### src/rtl/dgt_pkg.sv
package dgt_pkg;
  typedef enum logic [2:0] {
    CLS_PLAIN   = 3'd0,
    CLS_DUAL    = 3'd1,
    CLS_QUAD    = 3'd2,
    CLS_CRLOGIC = 3'd3,
    CLS_CRREAD  = 3'd4,
    CLS_SPRWR   = 3'd5
  } slot_class_e;

  localparam int CNT_W       = 4;
  localparam int WGT_W       = 3;
  localparam int FULL_SLOTS  = 5;
  localparam int CLOSE_SLOTS = 6;
  localparam int STALL_W     = 4;
  localparam int PAD_W       = 3;
endpackage

### src/rtl/dgt_weigh.sv
module dgt_weigh
  import dgt_pkg::*;
(
  input  logic [2:0]       cls,
  input  logic             record_form,
  output logic [WGT_W-1:0] weight,
  output logic             must_lead
);
  slot_class_e cls_e;
  logic [WGT_W-1:0] base_w;

  assign cls_e = slot_class_e'(cls);

  always_comb begin
    case (cls_e)
      CLS_DUAL: base_w = WGT_W'(2);
      CLS_QUAD: base_w = WGT_W'(4);
      default:  base_w = WGT_W'(1);
    endcase
    weight = (record_form && base_w == WGT_W'(1)) ? WGT_W'(2) : base_w;
  end

  always_comb begin
    case (cls_e)
      CLS_CRLOGIC, CLS_CRREAD, CLS_SPRWR: must_lead = 1'b1;
      default:                            must_lead = (weight > WGT_W'(1));
    endcase
  end
endmodule

### src/rtl/dgt_tag_table.sv
module dgt_tag_table #(
  parameter int TAG_W = 6,
  parameter int DEPTH = 8,
  parameter int NPRED = 2
) (
  input  logic                        clk,
  input  logic                        rst,
  input  logic                        clear,
  input  logic                        push,
  input  logic                        push_real,
  input  logic [TAG_W-1:0]            push_tag,
  input  logic [NPRED-1:0]            look_valid,
  input  logic [NPRED-1:0][TAG_W-1:0] look_tag,
  output logic [NPRED-1:0]            hit
);
  localparam int PTR_W = $clog2(DEPTH + 1);

  logic [DEPTH-1:0]            ent_valid;
  logic [DEPTH-1:0][TAG_W-1:0] ent_tag;
  logic [PTR_W-1:0]            wr_ptr;

  always_ff @(posedge clk) begin
    if (rst) begin
      ent_valid <= '0;
      ent_tag   <= '0;
      wr_ptr    <= '0;
    end else if (clear) begin
      ent_valid <= '0;
      if (push) begin
        ent_valid[0] <= push_real;
        ent_tag[0]   <= push_tag;
        wr_ptr       <= PTR_W'(1);
      end else begin
        wr_ptr <= '0;
      end
    end else if (push && wr_ptr < PTR_W'(DEPTH)) begin
      ent_valid[wr_ptr] <= push_real;
      ent_tag[wr_ptr]   <= push_tag;
      wr_ptr            <= wr_ptr + PTR_W'(1);
    end
  end

  for (genvar p = 0; p < NPRED; p++) begin : g_look
    always_comb begin
      hit[p] = 1'b0;
      for (int e = 0; e < DEPTH; e++) begin
        if (look_valid[p] && ent_valid[e] && ent_tag[e] == look_tag[p])
          hit[p] = 1'b1;
      end
    end
  end

  p_ptr_bound_r10: assert property (@(posedge clk) disable iff (rst)
    wr_ptr <= PTR_W'(DEPTH));
  p_clear_drops_r4: assert property (@(posedge clk) disable iff (rst)
    clear && !push |=> ent_valid == '0);
endmodule

### src/rtl/dgt_slot_ctl.sv
module dgt_slot_ctl
  import dgt_pkg::*;
(
  input  logic             clk,
  input  logic             rst,
  input  logic             inst_emit,
  input  logic             nop_emit,
  input  logic             special_nop,
  input  logic             is_branch,
  input  logic             must_lead,
  input  logic [WGT_W-1:0] weight,
  output logic [CNT_W-1:0] slot_cnt,
  output logic             tbl_clear,
  output logic             tbl_push,
  output logic             tbl_real
);
  logic [CNT_W-1:0] slot_nxt;
  logic [1:0]       br_cnt, br_nxt;
  logic [CNT_W:0]   sum_w;

  assign sum_w = {1'b0, slot_cnt} + (CNT_W+1)'(weight);

  always_comb begin
    slot_nxt  = slot_cnt;
    br_nxt    = br_cnt;
    tbl_clear = 1'b0;
    tbl_push  = 1'b0;
    tbl_real  = 1'b0;
    if (inst_emit) begin
      if (slot_cnt == CNT_W'(FULL_SLOTS) || (is_branch && br_cnt == 2'd1)) begin
        tbl_clear = 1'b1;
        slot_nxt  = '0;
        br_nxt    = '0;
      end else if (must_lead && slot_cnt != '0) begin
        tbl_clear = 1'b1;
        tbl_push  = 1'b1;
        tbl_real  = 1'b1;
        slot_nxt  = CNT_W'(weight);
        br_nxt    = {1'b0, is_branch};
      end else begin
        tbl_push = 1'b1;
        tbl_real = 1'b1;
        slot_nxt = sum_w[CNT_W] ? '1 : sum_w[CNT_W-1:0];
        if (is_branch && br_cnt != 2'd3) br_nxt = br_cnt + 2'd1;
      end
    end else if (nop_emit) begin
      if (special_nop || slot_cnt == CNT_W'(CLOSE_SLOTS)) begin
        tbl_clear = 1'b1;
        slot_nxt  = '0;
        br_nxt    = '0;
      end else begin
        tbl_push = 1'b1;
        slot_nxt = (slot_cnt == '1) ? slot_cnt : slot_cnt + CNT_W'(1);
      end
    end
  end

  always_ff @(posedge clk) begin
    if (rst) begin
      slot_cnt <= '0;
      br_cnt   <= '0;
    end else begin
      slot_cnt <= slot_nxt;
      br_cnt   <= br_nxt;
    end
  end

  p_full_clear_r5: assert property (@(posedge clk) disable iff (rst)
    inst_emit && slot_cnt == CNT_W'(FULL_SLOTS) |=> slot_cnt == '0);
  p_lead_restart_r4: assert property (@(posedge clk) disable iff (rst)
    inst_emit && must_lead && slot_cnt != '0 && slot_cnt != CNT_W'(FULL_SLOTS)
      && !(is_branch && br_cnt == 2'd1)
    |=> slot_cnt == CNT_W'($past(weight)));
  p_nop_close_r9: assert property (@(posedge clk) disable iff (rst)
    nop_emit && !inst_emit && special_nop |=> slot_cnt == '0);
  p_nop_fill_r9: assert property (@(posedge clk) disable iff (rst)
    nop_emit && !inst_emit && !special_nop && slot_cnt < CNT_W'(CLOSE_SLOTS)
    |=> slot_cnt == $past(slot_cnt) + CNT_W'(1));
  p_reset_clear_r10: assert property (@(posedge clk)
    rst |=> slot_cnt == '0 && br_cnt == '0);
endmodule

### src/rtl/dispatch_group_tracker.sv
module dispatch_group_tracker
  import dgt_pkg::*;
#(
  parameter int TAG_W = 6,
  parameter int NPRED = 2,
  parameter int DEPTH = 8
) (
  input  logic                        clk,
  input  logic                        rst,
  input  logic [TAG_W-1:0]            cand_tag,
  input  logic [2:0]                  cand_class,
  input  logic                        cand_record,
  input  logic                        cand_branch,
  input  logic                        cand_load,
  input  logic [STALL_W-1:0]          cand_stalls,
  input  logic [NPRED-1:0]            pred_valid,
  input  logic [NPRED-1:0][TAG_W-1:0] pred_tag,
  input  logic [NPRED-1:0]            pred_store,
  input  logic [NPRED-1:0]            pred_ctr,
  input  logic                        special_nop,
  input  logic                        inst_emit,
  input  logic                        nop_emit,
  output logic                        prefer_other,
  output logic                        nop_hazard,
  output logic [PAD_W-1:0]            pad_count,
  output logic [CNT_W-1:0]            slot_count
);
  logic [WGT_W-1:0] weight;
  logic             must_lead;
  logic             tbl_clear, tbl_push, tbl_real;
  logic [NPRED-1:0] hit;
  logic             store_hit, ctr_hit, dep_match;

  dgt_weigh u_weigh (
    .cls         (cand_class),
    .record_form (cand_record),
    .weight      (weight),
    .must_lead   (must_lead)
  );

  dgt_slot_ctl u_ctl (
    .clk         (clk),
    .rst         (rst),
    .inst_emit   (inst_emit),
    .nop_emit    (nop_emit),
    .special_nop (special_nop),
    .is_branch   (cand_branch),
    .must_lead   (must_lead),
    .weight      (weight),
    .slot_cnt    (slot_count),
    .tbl_clear   (tbl_clear),
    .tbl_push    (tbl_push),
    .tbl_real    (tbl_real)
  );

  dgt_tag_table #(.TAG_W(TAG_W), .DEPTH(DEPTH), .NPRED(NPRED)) u_tbl (
    .clk        (clk),
    .rst        (rst),
    .clear      (tbl_clear),
    .push       (tbl_push),
    .push_real  (tbl_real),
    .push_tag   (cand_tag),
    .look_valid (pred_valid),
    .look_tag   (pred_tag),
    .hit        (hit)
  );

  assign store_hit = |(hit & pred_store);
  assign ctr_hit   = |(hit & pred_ctr);
  assign dep_match = (cand_load && store_hit) || (cand_branch && ctr_hit);

  assign prefer_other = must_lead && (slot_count != '0);
  assign nop_hazard   = dep_match && (cand_stalls == '0);

  always_comb begin
    if (dep_match && slot_count < CNT_W'(CLOSE_SLOTS))
      pad_count = special_nop ? PAD_W'(1)
                              : PAD_W'(CNT_W'(FULL_SLOTS) - slot_count);
    else
      pad_count = '0;
  end

  p_pad_closed_r8: assert property (@(posedge clk) disable iff (rst)
    slot_count >= CNT_W'(CLOSE_SLOTS) |-> pad_count == '0);
  p_stall_mask_r6: assert property (@(posedge clk) disable iff (rst)
    cand_stalls != '0 |-> !nop_hazard);
  p_hint_needs_slots_r3: assert property (@(posedge clk) disable iff (rst)
    prefer_other |-> slot_count != '0);
endmodule

### config.mk
export PLATFORM = sky130hd
export DESIGN_NAME = dispatch_group_tracker
export DESIGN_NICKNAME = d
export VERILOG_FILES = /design/src/rtl/dgt_pkg.sv /design/src/rtl/dgt_weigh.sv /design/src/rtl/dgt_tag_table.sv /design/src/rtl/dgt_slot_ctl.sv /design/src/rtl/dispatch_group_tracker.sv
export SDC_FILE = /design/constraint.sdc
export NUM_CORES = 1
export LEC_CHECK = 0
export ABC_AREA = 1
export CORE_MARGIN = 2
export CORE_UTILIZATION = 58
export DETAILED_ROUTE_END_ITERATION = 12
export DONT_BUFFER_PORTS = 1
export GPL_TIMING_DRIVEN = 0
export PLACE_DENSITY_LB_ADDON = 0.25
export RECOVER_POWER = 100
export SYNTH_ARGS = -nofsm -noshare
export SYNTH_HDL_FRONTEND = slang
export SYNTH_HIERARCHICAL = 1
export SYNTH_SLANG_ARGS = --single-unit
### constraint.sdc
create_clock -name clk -period 2.3 [get_ports clk]
set_input_delay 0.115 -clock clk [delete_from_list [all_inputs] [get_ports clk]]
set_output_delay 0.115 -clock clk [all_outputs]
set_load 0.01 [all_outputs]
### Word-level counts from Yosys, hierarchy flattened

Cells that the tools add are included.

| word-level totals | value |
|---|---|
| register bits | 66 |
| input bits | 39 |
| output and inout bits | 9 |
| logic and storage cells | 173 |

| cells by class | value |
|---|---|
| add/subtract/negate cells | 5 |
| $lt $le $gt $ge | 5 |
| eq/ne operators | 30 |
| mux-type cells | 59 |
| bitwise logic cells | 3 |
| reductions and logical operators | 58 |

Operators with widths:

| kind | number |
|---|---|
| $eq 6x6->1 | 16 |
| $bwmux 48 | 1 |
| $logic_and 1x1->1 | 42 |
| $mux 4 | 9 |
| $mux 1 | 32 |
| $mux 6 | 4 |
| $demux 6 s3 | 1 |
| $mux 2 | 6 |
| $mux 3 | 3 |
| $add 4x1->4 const B | 2 |
| $bwmux 8 | 1 |
| $eq 4x3->1 const B | 2 |
| $lt 4x4->1 const B | 2 |
| $eq 3x1->1 const B | 2 |
| $eq 3x2->1 const B | 2 |
| $eq 3x3->1 const B | 2 |
| $pmux 3 s2 | 1 |
| $reduce_and 2->1 | 3 |
| $reduce_bool 2->1 | 3 |
| $reduce_or 2->1 | 3 |
| $add 4x3->5 | 1 |
| $and 2x2->2 | 2 |
| $eq 4x4->1 const B | 1 |
| $ge 4x1->1 const B | 1 |
| other kinds (16) | 18 |

### Longest topological paths before layout

Gate-level depths: netlist of run 1.

| logic depth | value |
|---|---|
| depth after elaboration | 16 |
| mapped depth | 17 |
| mapped depth without buffers | 17 |

### Cells and area by module

The synthesis of run 1 kept the hierarchy.

Modules (own cells, without submodules):

| module | instances | cells each | area an instance (um^2) | sequential area each (um^2) |
|---|---|---|---|---|
| dgt_tag_table | 1 | 656 | 3851.2 | 1201.2 |
| dgt_slot_ctl | 1 | 111 | 762.0 | 120.1 |
| dispatch_group_tracker | 1 | 28 | 121.4 | 0.0 |
| dgt_weigh | 1 | 12 | 62.6 | 0.0 |

### Worst setup path after synthesis of run 1

Ideal clock, no wire load.

| timing | value |
|---|---|
| path type | reg-to-reg |
| start point | register u_ctl.slot_cnt[0] |
| end point | register u_tbl/ent_tag[13] in the netlist's numbering |
| setup time | 0.119 ns |
| arrival time | 2.329 ns |
| data required time | 2.181 ns |
| slack | -0.149 ns |
| stages on the path, launching flop included | 15 |
| buffers on the path | 2 |
| clock period less this slack | 2.449 ns |
| path through | dfxtp_1 > inv_1 > ha_1 > nand3_4 > nand2_1 > o21ai_0 > inv_2 > nor2_2 > buf_6 > inv_4 > nor2_8 > nand2_2 > buf_6 > o21ai_0 > a21oi_1 |

| between the ends | value |
|---|---|
| word-level cells in the longest chain between the ends | 7 |
| elaborated cells between the ends (all ways) | 18 |
| those cells by class | eq/ne: 2; mux: 9; bitwise: 1; reduce/logical: 6 |

RTL lines:

| what | RTL line | RTL |
|---|---|---|
| from (decl) | dgt_slot_ctl.sv:12 | `output logic [CNT_W-1:0] slot_cnt,` |
| from (signal assigned) | dgt_slot_ctl.sv:63 | `slot_cnt <= slot_nxt;` |
| $eq 4x3->1 | dgt_slot_ctl.sv:47 | `if (special_nop \|\| slot_cnt == CNT_W'(CLOSE_SLOTS)) begin` |
| $logic_or 1x1->1 | dgt_slot_ctl.sv:47 |  |
| $mux 1 | dgt_slot_ctl.sv:47 |  |
| $mux 1 | dgt_slot_ctl.sv:46 | `end else if (nop_emit) begin` |
| $mux 1 * | dgt_slot_ctl.sv:29 | `if (inst_emit) begin` |
| net tbl_push | dispatch_group_tracker.sv:30 | `logic tbl_clear, tbl_push, tbl_real;` |
| $logic_and 1x1->1 * | dgt_tag_table.sv:36 | `end else if (push && wr_ptr < PTR_W'(DEPTH)) begin` |
| $reduce_and 2->1 (no source line) * | -- |  |
| to (signal, indexed assignment) | dgt_tag_table.sv:38 | `ent_tag[wr_ptr] <= push_tag;` |
| to (decl) | dgt_tag_table.sv:19 | `logic [DEPTH-1:0][TAG_W-1:0] ent_tag;` |

Mark *: on every way through the listed nets, which the timed path passes. The rest lies on a longest branch.
A chain may end at the register's enable or synchronous reset.

### Worst setup path after layout of run 1

| timing | value |
|---|---|
| start point | register u_ctl.slot_cnt[0] |
| end point | register u_tbl/ent_tag[14] in the netlist's numbering |

Same word-level chain as after synthesis.

==> results.yml, run 1 <==
timing:
  slew_headroom_pct: 50.6
  max_freq_ghz: 0.447
  tightest_slew_ns: 0.741
  hold_viol: 1
  hold_slack_ns: -0.00437
  fin_crit_sh_pct: 97.3
  final.min_clock_period_ns: 2.24
  final-setup-viol-count: 0
  final.setup_skew_ns: 0.00907
  drv_slew: 0
yosys:
  synth.distinct_cells: 35
  yosysWarnings: 6
  synth_nets: 858
  synth_area_um2: 4800
  ys_seq_area_share_pct: 27.5
  postSynthAreaPerCell_um2: 5.94
  ys_ff_latch: 66
  synth_cells: 807
final_layout:
  layout.nets: 883
  layout-drive-gt1-share_pct: 10.5
  n_antenna_cell: 0
  layout_commonest_cell: "nand2_1"
  syn2layout_area_growth_pct: 10.9
  stdcell_count: 941
  final_cell_mix: "nand2_1 (247), inv_1 (97), nor2_1 (85), a21oi_1 (68), o21ai_0 (66)"
global_route:
  antenna_found_initial: 1
  grt_pass1_wl_mm: 23.9
  gr-usage-all-layers_pct: 35.6
  grt_overflow: 0
  grt_max_degree: 11
  grt_pass1_vias: 4860
placement:
  dp.cells: 912
  hpwl_mm: 10.8
  port_buffers: 0
  globalplace.congestion: 1.02
run:
  drv_cap: 0
worst_setup_path:
  crit_family: "simple AND/OR/NAND/NOR gates"
  slowest_stage: "dfxtp_4"
  cpPeakStageDelay_ns: 0.42
  cp_cell_sequence: "inv_2 -> ha_2 -> nand3_4 -> nand2_4 -> o21ai_4 -> inv_2 -> nor2_4 -> buf_6 -> inv_4 -> nor2_8 -> nand2_4 -> buf_6 -> o21ai_1 -> nor2_1"
  crit_buf_inv: 5
  worstPathMaxFanout: 7
  crit_type: "reg -> reg"
  critPathRequiredTime_ns: 2.56
  cp.arrival_ns: 2.50
  startpoint_type: "flip-flop"
  endpoint_kind: "flip-flop"
drt:
  drcViolationCount: 0
  wl_per_cell_um: 17.1
  drt_iter0_markers: 489
  detail_route.first_pass.iterations: 8
  drtAntennaViolNets: 0
  via_per_inst: 5.72
  vias: 5387
  wl_mm: 16.1
pwr:
  powerDensity_nw_per_um2: 545
  clkPwrFrac_pct: 31.2
  power.leakage_uw: 0.00242
  ir_worst_vdd_uv: 295
  p_total_uw: 2900
  pwr-share-comb_pct: 25.7
  pwr-share-seq_pct: 43.2
  switching_power_uw: 1020
  p_int_uw: 1880
  switching_share_pct: 35.1
clock_network:
  cts_made_buffers: 9
  root_buffer: "clkbuf_8"
  cts.sinks: 66
  clock_latency_ns: 0.36
  htree_levels: 3
  clock_path_buffers: 2
  worst_setup_hold_path_clk_slew_ns: 0.07
  cts_tree: "yes"
floorplan:
  die_area_um2: 9010
  core.rowCount: 33
  start_util_pct: 59.0
  core_um2: 8130
  io_pins: 48
  die_width_um: 94.9
  die_height_um: 94.9
outcome:
  violations: "hold timing"
  outcome: "finished with violations"
worst_hold_path:
  hold_class: "in -> reg"
## power by group through the flow
stage          logic (uW)  clock network (uW)  registers [uW]
6_report              743                 904            1250
2_1_floorplan         494                   0            1260
3_3_place_gp          613                   0            1270
4_1_cts               678                 899            1250
5_1_grt               814                 943            1260
3_5_place_dp          631                   0            1280
## cell families (layout without fill, tap and decap cells)
kind of cell             count (synthesis)  count (layout)  synth area share, %
AND/OR/NAND/NOR                        417             417                 36.8
adder cells (fa/ha/maj)                 12              12                 3.29
flip-flops                              66              66                 27.5
AO/OA/AOI/OAI                          163             163                 17.8
buffers and inverters                  135             164                 12.1
XOR/XNOR                                14              14                 2.56
## sequential cells by signal (all words and copies together) (netlist names)
signal and flops:
u_tbl/ent_tag 48, u_tbl/ent_valid 8, u_ctl/slot_cnt 4, u_tbl/wr_ptr 4, u_ctl/br_cnt 2
## area by class of cell
cell class	count	area (um2)
Fill cell	777	2820
Timing Repair Buffer	14	114
Sequential cell	66	1330
Buffer	29	183
Inverter	106	412
Multi-Input combinational cell	606	2980
Clock buffer	12	155
Tap cell	105	131
Clock inverter	3	15.0
## Yosys cell counts
library cell	instances	area, um2
a21boi_0	1	7.51
a21boi_4	1	18.8
a21oi_1	68	340
a21oi_4	1	16.3
a31oi_1	1	6.26
buf_2	11	55.1
buf_6	7	78.8
clkbuf_1	11	41.3
clkinv_1	2	7.51
clkinv_2	1	5.00
dfxtp_1	66	1320
fa_1	1	20.0
ha_1	11	138
inv_1	99	372
inv_2	2	7.51
inv_4	2	12.5
nand2_1	250	938
nand2_2	12	75.1
nand2_4	2	22.5
nand3_1	51	255
nand3_2	1	10.0
nand3_4	3	52.6
nand4_1	1	6.26
nor2_1	88	330
nor2_2	5	31.3
nor2_4	1	11.3
nor2_8	1	20.0
nor3_1	1	5.00
o211ai_1	2	15.0
o21ai_0	74	370
o21ai_1	13	65.1
o22ai_1	2	12.5
or2_2	1	6.26
xnor2_1	7	61.3
xor2_1	7	61.3
## final timing paths
kind / to / slack, ns / start / cells after the start
worst max-delay path: u_tbl/ent_tag[14]$_SDFFE_PP0P_ / 0.06 / u_ctl/slot_cnt[0]$_SDFFE_PP0P_ / 14
worst min-delay path: u_tbl/ent_tag[3]$_SDFFE_PP0P_ / -0.004 / cand_tag[3] / 2
worst max register to register: u_tbl/ent_tag[14]$_SDFFE_PP0P_ / 0.06 / u_ctl/slot_cnt[0]$_SDFFE_PP0P_ / 14
worst min register to register: u_tbl/ent_valid[5]$_SDFFE_PP0P_ / 0.50 / u_tbl/ent_valid[5]$_SDFFE_PP0P_ / 2
## what timing repair did
| item | in CTS | in global routing |
|---|---|---|
| gates resized for setup | 7 | 32 |
| setup buffers | 3 | 3 |
| pin swaps | 1 | 3 |
| endpoints found under the hold margin | 48 | 0 |
| hold buffers | 7 | 0 |
| setup endpoints to repair | 52 | 41 |
| gates cloned | 0 | 1 |
## worst register-to-register path, delay by kind of cell (launching register included)
kind	cells	cell delay [ns]
compound gates	2	0.33
simple gates	6	0.72
buf+inv	5	0.48
flops	1	0.42
fa+ha+maj	1	0.19
## stage by stage
| step | hold slack, ns | setup WS, ns | util, % | instance area, um2 | setup TNS (ns) |
|---|---|---|---|---|---|
| 4_1_cts | 0.00118 | 0.0195 | 64.1 | 5210 | 0 |
| 3_3_place_gp | 0.186 | -0.383 | 60.6 | 4930 | -13.86 |
| 5_1_grt | 0.0232 | -0.0138 | 65.4 | 5320 | -0.0586 |
| 2_1_floorplan | 0.184 | 0.0815 | - | 4800 | 0 |
| 6_report | -0.00437 | 0.0611 | 65.4 | 5320 | 0 |
| 3_5_place_dp | 0.192 | -0.419 | 60.6 | 4930 | -16.41 |
## routing by layer
layer | vias to the layer above | part of all wire, % | global-route usage [%]
met3 | 72 | 12 | 7.90
met1 | 2407 | 37 | 41.8
met2 | 312 | 47 | 61.5
li1 | 2594 | - | -
met5 | - | 0.074 | 0
met4 | 2 | 4.2 | 16.8
Note: power is estimated with default switching activity, not from simulation.
==> run 2: changes to the inputs <==
--- a/config.mk
+++ b/config.mk
@@ -11,7 +11,7 @@
 export DETAILED_ROUTE_END_ITERATION = 12
 export DONT_BUFFER_PORTS = 1
 export GPL_TIMING_DRIVEN = 0
-export PLACE_DENSITY_LB_ADDON = 0.25
+export PLACE_DENSITY = 0.87
 export RECOVER_POWER = 100
 export SYNTH_ARGS = -nofsm -noshare
 export SYNTH_HDL_FRONTEND = slang
==> results.yml, run 2 (synthesized netlist as in run 1, its figures left out) <==
outcome:
  outcome: "finished with violations"
  violations: "hold timing"
timing:
  slew_headroom_pct: 55.7
  rsz0062_at_grt: "yes"
  hold_slack_ns: -0.0224
  max_freq_ghz: 0.439
  final.setup_skew_ns: 0.00786
  final-setup-viol-count: 0
  tightest_slew_ns: 0.664
  drv_slew: 0
  hold_viol: 4
  final.min_clock_period_ns: 2.28
  fin_crit_sh_pct: 99.1
final_layout:
  utilization_pct: 65.3
  top_regs: "u_tbl/ent_tag (48), u_tbl/ent_valid (8)"
  design_area_um2: 5320
  top_register: "u_tbl/ent_tag"
  layout_commonest_cell: "nand2_1"
  nFillCells: 700
  largest_register_ffs: 48
  n_antenna_cell: 0
  layout-drive-gt1-share_pct: 10.0
  layout.nets: 883
  final_cell_mix: "nand2_1 (247), inv_1 (98), nor2_1 (85), a21oi_1 (68), o21ai_0 (68)"
  syn2layout_area_growth_pct: 10.8
worst_setup_path:
  worstPathMaxFanout: 10
  crit_type: "reg -> reg"
  endpoint_kind: "flip-flop"
  startpoint_type: "flip-flop"
  cp.arrival_ns: 2.51
  critPathRequiredTime_ns: 2.53
global_route:
  grt_max_degree: 12
  grt_overflow: 0
  antenna_found_initial: 0
  grt_pass1_wl_mm: 24.0
  gr-usage-all-layers_pct: 34.9
  grt_pass1_vias: 4878
floorplan:
  io_pins: 48
  die_width_um: 94.9
  start_util_pct: 59.0
  core.rowCount: 33
  die_area_um2: 9010
  core_um2: 8130
  die_height_um: 94.9
clock_network:
  cts_made_buffers: 9
  clock_path_buffers: 2
  cts.sinks: 66
  worst_setup_hold_path_clk_slew_ns: 0.08
  cts_tree: "yes"
  htree_levels: 3
  root_buffer: "clkbuf_8"
  clock_latency_ns: 0.34
pwr:
  powerDensity_nw_per_um2: 565
  power.leakage_uw: 0.00239
  p_total_uw: 3000
  ir_worst_vdd_uv: 296
placement:
  hpwl_mm: 11.0
  port_buffers: 0
  place_area_um2: 4930
  globalplace.congestion: 1.07
worst_hold_path:
  hold_class: "in -> reg"
drt:
  drtAntennaViolNets: 0
  vias: 5523
  wl_per_cell_um: 16.6
  via_per_inst: 5.86
  detail_route.first_pass.iterations: 6
  wl_mm: 15.6
  drcViolationCount: 0
  drt_iter0_markers: 892
run:
  drv_cap: 0
run 2: worst paths after layout:
check                                     to                             from  slack (ns)  cells after the start
max            u_tbl/ent_tag[9]$_SDFFE_PP0P_   u_ctl/slot_cnt[0]$_SDFFE_PP0P_        0.02                     14
min reg2reg  u_tbl/ent_valid[6]$_SDFFE_PP0P_  u_tbl/ent_valid[6]$_SDFFE_PP0P_        0.50                      2
min           u_tbl/ent_tag[11]$_SDFFE_PP0P_                      cand_tag[5]       -0.02                      2
max reg2reg    u_tbl/ent_tag[9]$_SDFFE_PP0P_   u_ctl/slot_cnt[0]$_SDFFE_PP0P_        0.02                     14
run 2: power by group:
group          switching [uW]  leakage (uW)  internal (uW)  total (uW)
Combinational             492       0.00175            243         735
Sequential               57.3      0.000537           1190        1250
Clock                     464      0.000105            554        1020
Total                    1010       0.00239           1990        3000
run 2: per-stage QoR:
step	TNS [ns]	hold WS, ns	instances	worst slack (ns)
global placement	-11.25	0.187	912	-0.309
finish	0	-0.0224	942	0.0204
detailed placement	-16.08	0.190	912	-0.420
floorplan	0	0.184	807	0.0815
CTS	0	-0.0372	936	0.000226
global route	-0.146	0.000673	942	-0.0388
run 2: worst max-delay path: stages, from the launching register on:
cell	delay (ns)
dfxtp_4	0.42
inv_1	0.08
ha_1	0.23
nand3_4	0.12
nand2_4	0.08
o21ai_4	0.17
inv_2	0.07
nor2_4	0.11
buf_6	0.14
inv_4	0.05
nor2_8	0.18
nand2_2	0.12
buf_6	0.16
o21ai_0	0.18
a21oi_1	0.06
run 2: metal layers:
| layer | GRT usage (%) | up-vias | wire length, um |
|---|---|---|---|
| met5 | 0 | - | 0 |
| met4 | 19.6 | 0 | 700 |
| met3 | 7.74 | 67 | 1890 |
| met2 | 55.7 | 381 | 7160 |
| met1 | 43.6 | 2485 | 5840 |
| li1 | - | 2590 | - |
run 2: timing repair:
action,4_1_cts,5_1_grt
hold endpoints to repair,52,4
pin swaps,1,2
buffers inserted,2,5
endpoints found under the setup margin,53,48
resized for setup,7,18
hold buffers,6,1
run 2: cell type report:
type | count | area [um2] | share of cell area (%)
Clock buffer | 11 | 151 | 2.85
Inverter | 106 | 408 | 7.67
Buffer | 29 | 178 | 3.34
Tap cell | 105 | 131 | 2.47
Clock inverter | 5 | 52.6 | 0.989
Timing Repair Buffer | 14 | 116 | 2.19
Sequential cell | 66 | 1330 | 25.0
Multi-Input combinational cell | 606 | 2950 | 55.5
==> run 3: changes to the inputs <==
--- a/config.mk
+++ b/config.mk
@@ -6,6 +6,7 @@
 export NUM_CORES = 1
 export LEC_CHECK = 0
 export ABC_AREA = 1
+export CORE_ASPECT_RATIO = 0.6
 export CORE_MARGIN = 2
 export CORE_UTILIZATION = 58
 export DETAILED_ROUTE_END_ITERATION = 12
==> constraint.sdc (replaced) <==
create_clock -name clk -period 1.94 [get_ports clk]
set_input_delay 0.097 -clock clk [delete_from_list [all_inputs] [get_ports clk]]
set_output_delay 0.097 -clock clk [all_outputs]
set_load 0.01 [all_outputs]
==> results.yml, run 3 (synthesized netlist as in run 1, its figures left out) <==
outcome:
  outcome: "finished with violations"
  violations: "setup timing"
worst_setup_path:
  reg2reg_setup_slack_ns: -0.27
  endpoint_kind: "flip-flop"
  crit_type: "reg -> reg"
  worstPathMaxFanout: 7
  startpoint_type: "flip-flop"
  critPathRequiredTime_ns: 2.16
  cp.arrival_ns: 2.44
worst_hold_path:
  hold_class: "in -> reg"
drt:
  vias: 6219
  drcViolationCount: 0
  detail_route.first_pass.iterations: 8
  via_per_inst: 6.26
  drt_iter0_markers: 912
  wl_per_cell_um: 20.6
  wl_mm: 20.4
  drtAntennaViolNets: 0
pwr:
  powerDensity_nw_per_um2: 714
  power.leakage_uw: 0.00283
  ir_worst_vdd_uv: 691
  p_total_uw: 4530
global_route:
  antenna_found_initial: 1
  grt_max_degree: 12
  gr-usage-all-layers_pct: 42.9
  grt_pass1_vias: 5458
  grt_overflow: 0
  grt_pass1_wl_mm: 28.6
timing:
  hold_viol: 0
  rsz0062_at_grt: "yes"
  final-setup-viol-count: 53
  max_freq_ghz: 0.452
  tightest_slew_ns: 1.02
  final.setup_skew_ns: 0.00919
  slew_headroom_pct: 32.3
  worst_slack_ns: -0.274
  hold_slack_ns: 0.0485
  drv_slew: 0
  fin_crit_sh_pct: 114
  final.min_clock_period_ns: 2.21
floorplan:
  start_util_pct: 60.4
  core_um2: 7950
  die_height_um: 74.4
  io_pins: 48
  die_width_um: 121
  die_area_um2: 9040
  core.rowCount: 25
clock_network:
  htree_levels: 3
  cts_made_buffers: 9
  worst_setup_hold_path_clk_slew_ns: 0.06
  clock_path_buffers: 2
  root_buffer: "clkbuf_16"
  cts_tree: "yes"
  clock_latency_ns: 0.35
  cts.sinks: 66
placement:
  globalplace.congestion: 1.02
  port_buffers: 0
  hpwl_mm: 12.5
  dp.cells: 915
final_layout:
  largest_register_ffs: 48
  layout.nets: 930
  stdcell_count: 993
  final_cell_mix: "nand2_1 (234), inv_1 (82), nor2_1 (75), a21oi_1 (48), nand3_1 (45)"
  layout-drive-gt1-share_pct: 29.1
  top_register: "u_tbl/ent_tag"
  utilization_pct: 79.9
  nFillCells: 528
  layout_commonest_cell: "nand2_1"
  syn2layout_area_growth_pct: 32.3
  top_regs: "u_tbl/ent_tag (48), u_tbl/ent_valid (8)"
run:
  drv_cap: 0
## run 3: cell types whose count changed in the layout (fill, tap and decap cells not counted), sizes merged
cell | before | now
diode | 0 | 1
inv | 102 | 101
bufinv | 1 | 2
buf | 24 | 71
clkinvlp | 2 | 3
clkbuf | 23 | 22
## run 3: stage by stage
step / area [um2] / worst slack [ns] / TNS, ns
3_3_place_gp: 4970 / -0.391 / -13.84
5_1_grt: 6340 / -0.306 / -12.24
6_report: 6350 / -0.274 / -9.39
2_1_floorplan: 4840 / 0.00284 / 0
3_5_place_dp: 4970 / -0.493 / -19.06
4_1_cts: 5820 / -0.147 / -4.58
## run 3: area by class of cell
type	count	area (um2)	area share, %
plain buffers	29	205	3.23
well taps	108	135	2.13
clock inverters	6	81.3	1.28
repair buffers	61	533	8.40
flip-flops and latches	66	1360	21.5
inverters	106	420	6.62
clock buffers	10	229	3.61
diodes	1	2.50	0.0394
multi-input cells	606	3380	53.2
## run 3: power by group
| group | switching (uW) | internal [uW] | total, uW |
|---|---|---|---|
| Clock | 629 | 1120 | 1740 |
| Combinational | 796 | 484 | 1280 |
| Sequential | 82.5 | 1420 | 1510 |
| Total | 1510 | 3020 | 4530 |
## run 3: worst max-delay path, cell delays in order, from the launching register on
cell     delay (ns)
dfxtp_4        0.42
inv_4          0.06
ha_4           0.16
nand3_4        0.06
nand2_4        0.06
o21ai_4        0.23
inv_2          0.09
nor2_4         0.13
buf_6          0.14
inv_6          0.04
nor2_8         0.23
nand2_4        0.10
buf_6          0.16
o21ai_1        0.14
a21oi_1        0.06
## run 3: repair_timing
action | in CTS | in global routing
endpoints found under the hold margin | 50 | 0
hold buffers | 7 | 0
gates resized for setup | 81 | 131
endpoints found under the setup margin | 63 | 62
buffers inserted | 30 | 19
cloned | 5 | 3
pin swaps | 18 | 38
## run 3: worst paths after layout
check / start / endpoint / cells after the start
max: u_ctl/slot_cnt[0]$_SDFFE_PP0P_ / u_tbl/ent_tag[35]$_SDFFE_PP0P_ / 14
min: rst / u_ctl/br_cnt[0]$_SDFFE_PP0P_ / 3
max reg2reg: u_ctl/slot_cnt[0]$_SDFFE_PP0P_ / u_tbl/ent_tag[35]$_SDFFE_PP0P_ / 14
min reg2reg: u_tbl/ent_valid[1]$_SDFFE_PP0P_ / u_tbl/ent_valid[1]$_SDFFE_PP0P_ / 2
## run 3: routing by layer
layer	global-route usage, %	vias to the layer above	wire [um]
li1	-	2701	-
met1	55.3	2775	7670
met2	62.7	589	8200
met3	18.8	154	3560
met4	19.0	0	1000
met5	0	-	0
